**src/rtl/i2c_stretch_slave.sv**
```systemverilog
module i2c_stretch_slave (
  input  logic       clk,
  input  logic       rst_n,
  input  logic       reg_wr,
  input  logic       reg_rd,
  input  logic [1:0] reg_addr,
  input  logic [7:0] reg_wdata,
  output logic [7:0] reg_rdata,
  output logic       irq,
  input  logic       scl_i,
  input  logic       sda_i,
  output logic       scl_oe,
  output logic       sda_oe
);

  localparam logic [1:0] A_CTRL = 2'd0, A_STAT = 2'd1, A_OWN = 2'd2, A_DATA = 2'd3;
  localparam logic [3:0] LAST_BIT = 4'd8, ACK_BIT = 4'd9;

  typedef enum logic [1:0] {ST_IDLE, ST_ADDR, ST_XFER, ST_HOLD} st_t;

  st_t        st;
  logic [1:0] scl_sy, sda_sy;
  logic       scl_q, sda_q;
  logic [3:0] cnt;
  logic [7:0] sh, rxd;
  logic [6:0] own;
  logic       tx, ack_off, xmit, aas, srw, rxak;

  logic scl_s, sda_s, scl_rise, scl_fall, start_ev, stop_ev;
  logic ctrl_wr, data_wr, data_rd, release_ok;

  assign scl_s      = scl_sy[1];
  assign sda_s      = sda_sy[1];
  assign scl_rise   = scl_s & ~scl_q;
  assign scl_fall   = ~scl_s & scl_q;
  assign start_ev   = scl_s & scl_q & sda_q & ~sda_s;
  assign stop_ev    = scl_s & scl_q & ~sda_q & sda_s;
  assign ctrl_wr    = reg_wr && reg_addr == A_CTRL;
  assign data_wr    = reg_wr && reg_addr == A_DATA;
  assign data_rd    = reg_rd && reg_addr == A_DATA;
  assign release_ok = (st == ST_HOLD) && (tx ? data_wr : data_rd);

  assign scl_oe = (st == ST_HOLD);
  assign irq    = scl_oe;

  always_comb begin
    case (reg_addr)
      A_CTRL:  reg_rdata = {6'd0, ack_off, tx};
      A_STAT:  reg_rdata = {4'd0, rxak, srw, aas, irq};
      A_OWN:   reg_rdata = {1'b0, own};
      default: reg_rdata = rxd;
    endcase
  end

  always_ff @(posedge clk or negedge rst_n) begin
    if (!rst_n) begin
      scl_sy <= 2'b11;
      sda_sy <= 2'b11;
      scl_q  <= 1'b1;
      sda_q  <= 1'b1;
    end else begin
      scl_sy <= {scl_sy[0], scl_i};
      sda_sy <= {sda_sy[0], sda_i};
      scl_q  <= scl_s;
      sda_q  <= sda_s;
    end
  end

  always_ff @(posedge clk or negedge rst_n) begin
    if (!rst_n) begin
      st <= ST_IDLE;
      cnt <= '0;
      sh <= '0;
      rxd <= '0;
      own <= '0;
      tx <= 1'b0;
      ack_off <= 1'b0;
      xmit <= 1'b0;
      aas <= 1'b0;
      srw <= 1'b0;
      rxak <= 1'b0;
      sda_oe <= 1'b0;
    end else begin
      if (ctrl_wr) begin
        tx      <= reg_wdata[0];
        ack_off <= reg_wdata[1];
      end
      if (reg_wr && reg_addr == A_OWN) own <= reg_wdata[6:0];

      if (stop_ev) begin
        st     <= ST_IDLE;
        sda_oe <= 1'b0;
        aas    <= 1'b0;
      end else if (start_ev) begin
        st     <= ST_ADDR;
        cnt    <= '0;
        sda_oe <= 1'b0;
        aas    <= 1'b0;
      end else begin
        case (st)
          ST_IDLE: ;
          ST_ADDR: begin
            if (scl_rise && cnt < LAST_BIT) begin
              sh  <= {sh[6:0], sda_s};
              cnt <= cnt + 4'd1;
            end else if (scl_fall && cnt == LAST_BIT) begin
              if (sh[7:1] == own) begin
                sda_oe <= 1'b1;
                srw    <= sh[0];
                cnt    <= ACK_BIT;
              end else begin
                st <= ST_IDLE;
              end
            end else if (scl_fall && cnt == ACK_BIT) begin
              sda_oe <= 1'b0;
              aas    <= 1'b1;
              st     <= ST_HOLD;
            end
          end
          ST_XFER: begin
            if (!xmit) begin
              if (scl_rise && cnt < LAST_BIT) begin
                sh  <= {sh[6:0], sda_s};
                cnt <= cnt + 4'd1;
              end else if (scl_fall && cnt == LAST_BIT) begin
                rxd    <= sh;
                sda_oe <= ~ack_off;
                cnt    <= ACK_BIT;
              end else if (scl_fall && cnt == ACK_BIT) begin
                sda_oe <= 1'b0;
                aas    <= 1'b0;
                st     <= ST_HOLD;
              end
            end else begin
              if (scl_rise && cnt < LAST_BIT) begin
                cnt <= cnt + 4'd1;
              end else if (scl_rise && cnt == LAST_BIT) begin
                rxak <= sda_s;
                cnt  <= ACK_BIT;
              end else if (scl_fall && cnt < LAST_BIT) begin
                sh     <= {sh[6:0], 1'b0};
                sda_oe <= ~sh[6];
              end else if (scl_fall && cnt == LAST_BIT) begin
                sda_oe <= 1'b0;
              end else if (scl_fall && cnt == ACK_BIT) begin
                aas <= 1'b0;
                st  <= ST_HOLD;
              end
            end
          end
          ST_HOLD: begin
            if (release_ok) begin
              st   <= ST_XFER;
              cnt  <= '0;
              xmit <= tx;
              if (tx) begin
                sh     <= reg_wdata;
                sda_oe <= ~reg_wdata[7];
              end else begin
                sda_oe <= 1'b0;
              end
            end
          end
        endcase
      end

      if (ctrl_wr) aas <= 1'b0;
    end
  end

  assert_irq_on_match_R2: assert property (@(posedge clk) disable iff (!rst_n)
    $rose(aas) |-> irq);

  assert_release_kind_R4: assert property (@(posedge clk) disable iff (!rst_n)
    $fell(scl_oe) |-> ($past(reg_wr && reg_addr == A_DATA && tx) ||
                       $past(reg_rd && reg_addr == A_DATA && !tx)));

  assert_ctrl_clears_aas_R5: assert property (@(posedge clk) disable iff (!rst_n)
    $past(reg_wr && reg_addr == A_CTRL) |-> !aas);

  assert_stop_releases_R9: assert property (@(posedge clk) disable iff (!rst_n)
    $past(stop_ev) |-> (!scl_oe && !sda_oe));

  assert_sda_drive_scl_low_R10: assert property (@(posedge clk) disable iff (!rst_n)
    $rose(sda_oe) |-> !scl_s);

endmodule

```
**config.mk**
```make
export PLATFORM = sky130hd
export DESIGN_NAME = i2c_stretch_slave
export DESIGN_NICKNAME = d
export VERILOG_FILES = /design/src/rtl/i2c_stretch_slave.sv
export SDC_FILE = /design/constraint.sdc
export NUM_CORES = 1
export LEC_CHECK = 0
export ABC_AREA = 1
export BUFFER_PORTS_ARGS = -buffer_cell sky130_fd_sc_hd__clkbuf_2
export CAP_MARGIN = 20
export CORE_MARGIN = 5
export CORE_UTILIZATION = 36
export DETAILED_ROUTE_END_ITERATION = 12
export GPL_ROUTABILITY_DRIVEN = 1
export GPL_TIMING_DRIVEN = 0
export RECOVER_POWER = 25
export SYNTH_ARGS = -nofsm -noshare
export SYNTH_HDL_FRONTEND = slang
export SYNTH_SLANG_ARGS = --single-unit
```
**constraint.sdc**
```tcl
create_clock -name clk -period 1.9 [get_ports clk]
set_clock_uncertainty 0.1 [all_clocks]
set_input_delay 0.38 -clock clk [delete_from_list [all_inputs] [get_ports clk]]
set_output_delay 0.38 -clock clk [all_outputs]
set_load 0.01 [all_outputs]
```
==> impl_metrics.toml <==
[run_status]
status = "completed"

[pwr]
swShare_pct = 44.60
power.internal_mw = 2.410
power.density_nw_per_um2 = 1357
p_clk_share_pct = 16.6
comb_power_share_pct = 52.4
p_leak_nw = 1.655
switching_power_mw = 1.940
pwr-share-seq_pct = 31.0
vdd_ir_drop_max_mv = 0.3947
power_mw = 4.350

[logic_synthesis]
avgSynthCellArea_um2 = 7.244
synth_seq_area_share_pct = 40.48
synth.top_cell.area_share_pct = 34.45
synth_xor_area_share_pct = 0.3349
syn_inst = 361
ys_ff_latch = 42
synth_top_family_by_area = "simple AND/OR/NAND/NOR gates"
yosys.area.top_type = "dfrtp_1"
synth.area.mux_share_pct = 0
ys_types = 38
synth_flop_cell = "dfrtp_1"
async_reset_ff_share_pct = 100.0
ys_warn_count = 0
synth.net_count = 384
synth_simple_gate_area_share_pct = 32.92
synth_compound_area_share_pct = 13.49
synth_edf_count = 0
synth_fa_ha_area_share_pct = 3.349
synth_area_leaders = "dfrtp_1 (34%), nand2_1 (18%), inv_1 (6.9%)"
syn_area_um2 = 2615

[detailed_routing]
drt_pass1_iterations = 6
dr.first_iter.drc_count = 131
vias_per_cell = 4.800
num_vias = 2419
drc = 0
routedWlPerCell_um = 13.71
wl_um = 6911
ant_nets = 0

[finish]
fill_cells = 726
final_layout_size_suffix_gt1_share_pct = 24.94
ff_latch_area_um2 = 1059
finalNetCount = 427
layout_common_cells = "nand2_1 (120), inv_1 (45), dfrtp_1 (36), clkbuf_2 (24), nand3_1 (20)"
final_common_cell = "nand2_1"
antenna_cells = 0
multiInputGateArea_um2 = 1409
area_growth_pct = 22.63

[global_route]
grt_max_degree = 43
antenna_found_initial = 0
grt_pass1_wl_um = 11100
grt-ovfl-total = 0
grt_pass1_vias = 2175
grt_usage_pct = 15.73

[worst_hold_path]
hold_class = "in -> reg"

[clocking]
clk_pin_slew_worst_paths_ns = 0.08
clockBufferDepth = 2
clock-root-buffer = "clkbuf_8"
clock_sinks = 42
numCtsBuffers = 5
cts_hold_buf = 0
cts_tree = "done"
htree_levels = 2
clk_latency_ns = 0.31

[timing]
finalHoldViolCount = 0
fmax_mhz = 540.1
rsz0062_at_grt = "true"
finalCritPeriodShare_pct = 97.45
slew_headroom_pct = 6.053
maxSlewViolCount = 0
fin_crit_ns = 1.852
finalSetupViolCount = 0
tightest_slew_ns = 1.409
finalSetupTns_ns = 0

[setup_path]
worstPathArrival_ns = 1.37
required_ns = 1.42
worstSetupPathType = "reg -> out"
path_max_fanout = 3
crit_path_end_kind = "primary output"
startpoint_type = "flop"

[die]
core_area_um2 = 7176
rows = 31
die_y_um = 95.23
start_util_pct = 36.44
fp.dieW_um = 95.23
dieArea_um2 = 9069
io_pins = 27

[place]
dp_hpwl_um = 4954
gp_congestion = 0.8722
port-buffer-count = 26

[job]
cap_violations = 0
[final timing paths]
path	from	end	slack (ns)	cells after the start
max	st[0]$_DFFE_PN0P_	reg_rdata[0]	0.05	6
min	sda_i	sda_sy[0]$_DFF_PN1_	0.06	1
max reg2reg	st[0]$_DFFE_PN0P_	sh[1]$_DFFE_PN0P_	0.05	12
min reg2reg	sda_sy[0]$_DFF_PN1_	sda_sy[1]$_DFF_PN1_	0.26	0
max in group asynchronous	rst_n	own[4]$_DFFE_PN0P_	0.58	1
min in group asynchronous	rst_n	rxd[7]$_DFFE_PN0P_	0.29	1
[power groups by stage]
stage / sequential (mW) / clock (mW) / combinational [mW]
final: 1.35 / 0.720 / 2.28
after global routing: 1.38 / 0.791 / 2.54
after CTS: 1.33 / 0.744 / 2.07
after detailed placement: 1.36 / 0 / 1.87
after global placement: 1.35 / 0 / 1.86
after floorplan: 1.30 / 0 / 1.45
[what timing repair did]
item,CTS,global route
pin swaps,3,7
gates cloned,0,1
gates resized for setup,12,26
endpoints found under the setup margin,12,17
setup buffers,7,4
[metrics by stage]
| step | area [um^2] | util, % | hold WS, ns | std cells | setup WS, ns |
|---|---|---|---|---|---|
| finish | 3207 | 44.69 | 0.05751 | 504 | 0.04845 |
| floorplan | 2616 | - | -0.01559 | 361 | 0.03759 |
| global placement | 2870 | 40.00 | 0.2459 | 486 | -0.2305 |
| detailed placement | 2870 | 40.00 | 0.2468 | 486 | -0.2537 |
| CTS | 3084 | 42.98 | 0.04267 | 501 | -0.1440 |
| global route | 3207 | 44.69 | 0.04215 | 504 | -0.06068 |
[cells in the mapped netlist, types with 2 or more instances]
cell and count:
nor2_1 22, nor3_1 3, ha_1 7, inv_1 48
o21ai_0 17, nand3_1 20, o221ai_1 2, o211ai_1 2
inv_2 7, a21oi_1 12, o21ai_1 10, nor2_2 4
nand3_2 5, dfstp_2 6, nand2_1 125, nand2_2 4
o22ai_1 7, nor2_4 2, a21oi_2 2, clkbuf_1 2
dfrtp_1 36, buf_2 2
[state kept, by name (all words and copies together) (netlist names)]
| signal | cells |
|---|---|
| rxd | 8 |
| sh | 8 |
| own | 7 |
| cnt | 4 |
| scl_sy | 2 |
| sda_sy | 2 |
| st | 2 |
| aas | 1 |
| ack_off | 1 |
| rxak | 1 |
| scl_q | 1 |
| sda_oe | 1 |
| sda_q | 1 |
| srw | 1 |
| tx | 1 |
| xmit | 1 |
[area by class of cell]
cell class              instances  area share, %
inverters                      56          6.867
clock buffers                   5          2.146
multi-input cells             257          43.93
clock inverters                 3          1.249
plain buffers                   4          1.053
well taps                      99          3.863
repair buffers                 38          7.881
flip-flops and latches         42          33.01
[critical path: stages (launching register included)]
cell and delay (ns):
dfrtp_1 0.42, ha_4 0.19, inv_4 0.07, o22ai_2 0.07, a21oi_1 0.12, nand2_1 0.06
buf_2 0.13
[routing by layer]
metal | up-vias | global-route usage, % | part of all wire (%)
met1 | 1120 | 22.53 | 48
met4 | 0 | 3.606 | 1.1
met5 | - | 0 | 0
met3 | 9 | 2.920 | 4.2
li1 | 1236 | - | -
met2 | 54 | 24.55 | 46
[logic make-up (layout without fill, tap and decap cells)]
kind of cell,Yosys count,count (layout)
adder cells (fa/ha/maj),7,7
AO/OA/AOI/OAI,58,58
AND/OR/NAND/NOR,191,191
flip-flops,42,42
XOR/XNOR,1,1
buffers and inverters,62,106
(Power assumes the default switching activity.)
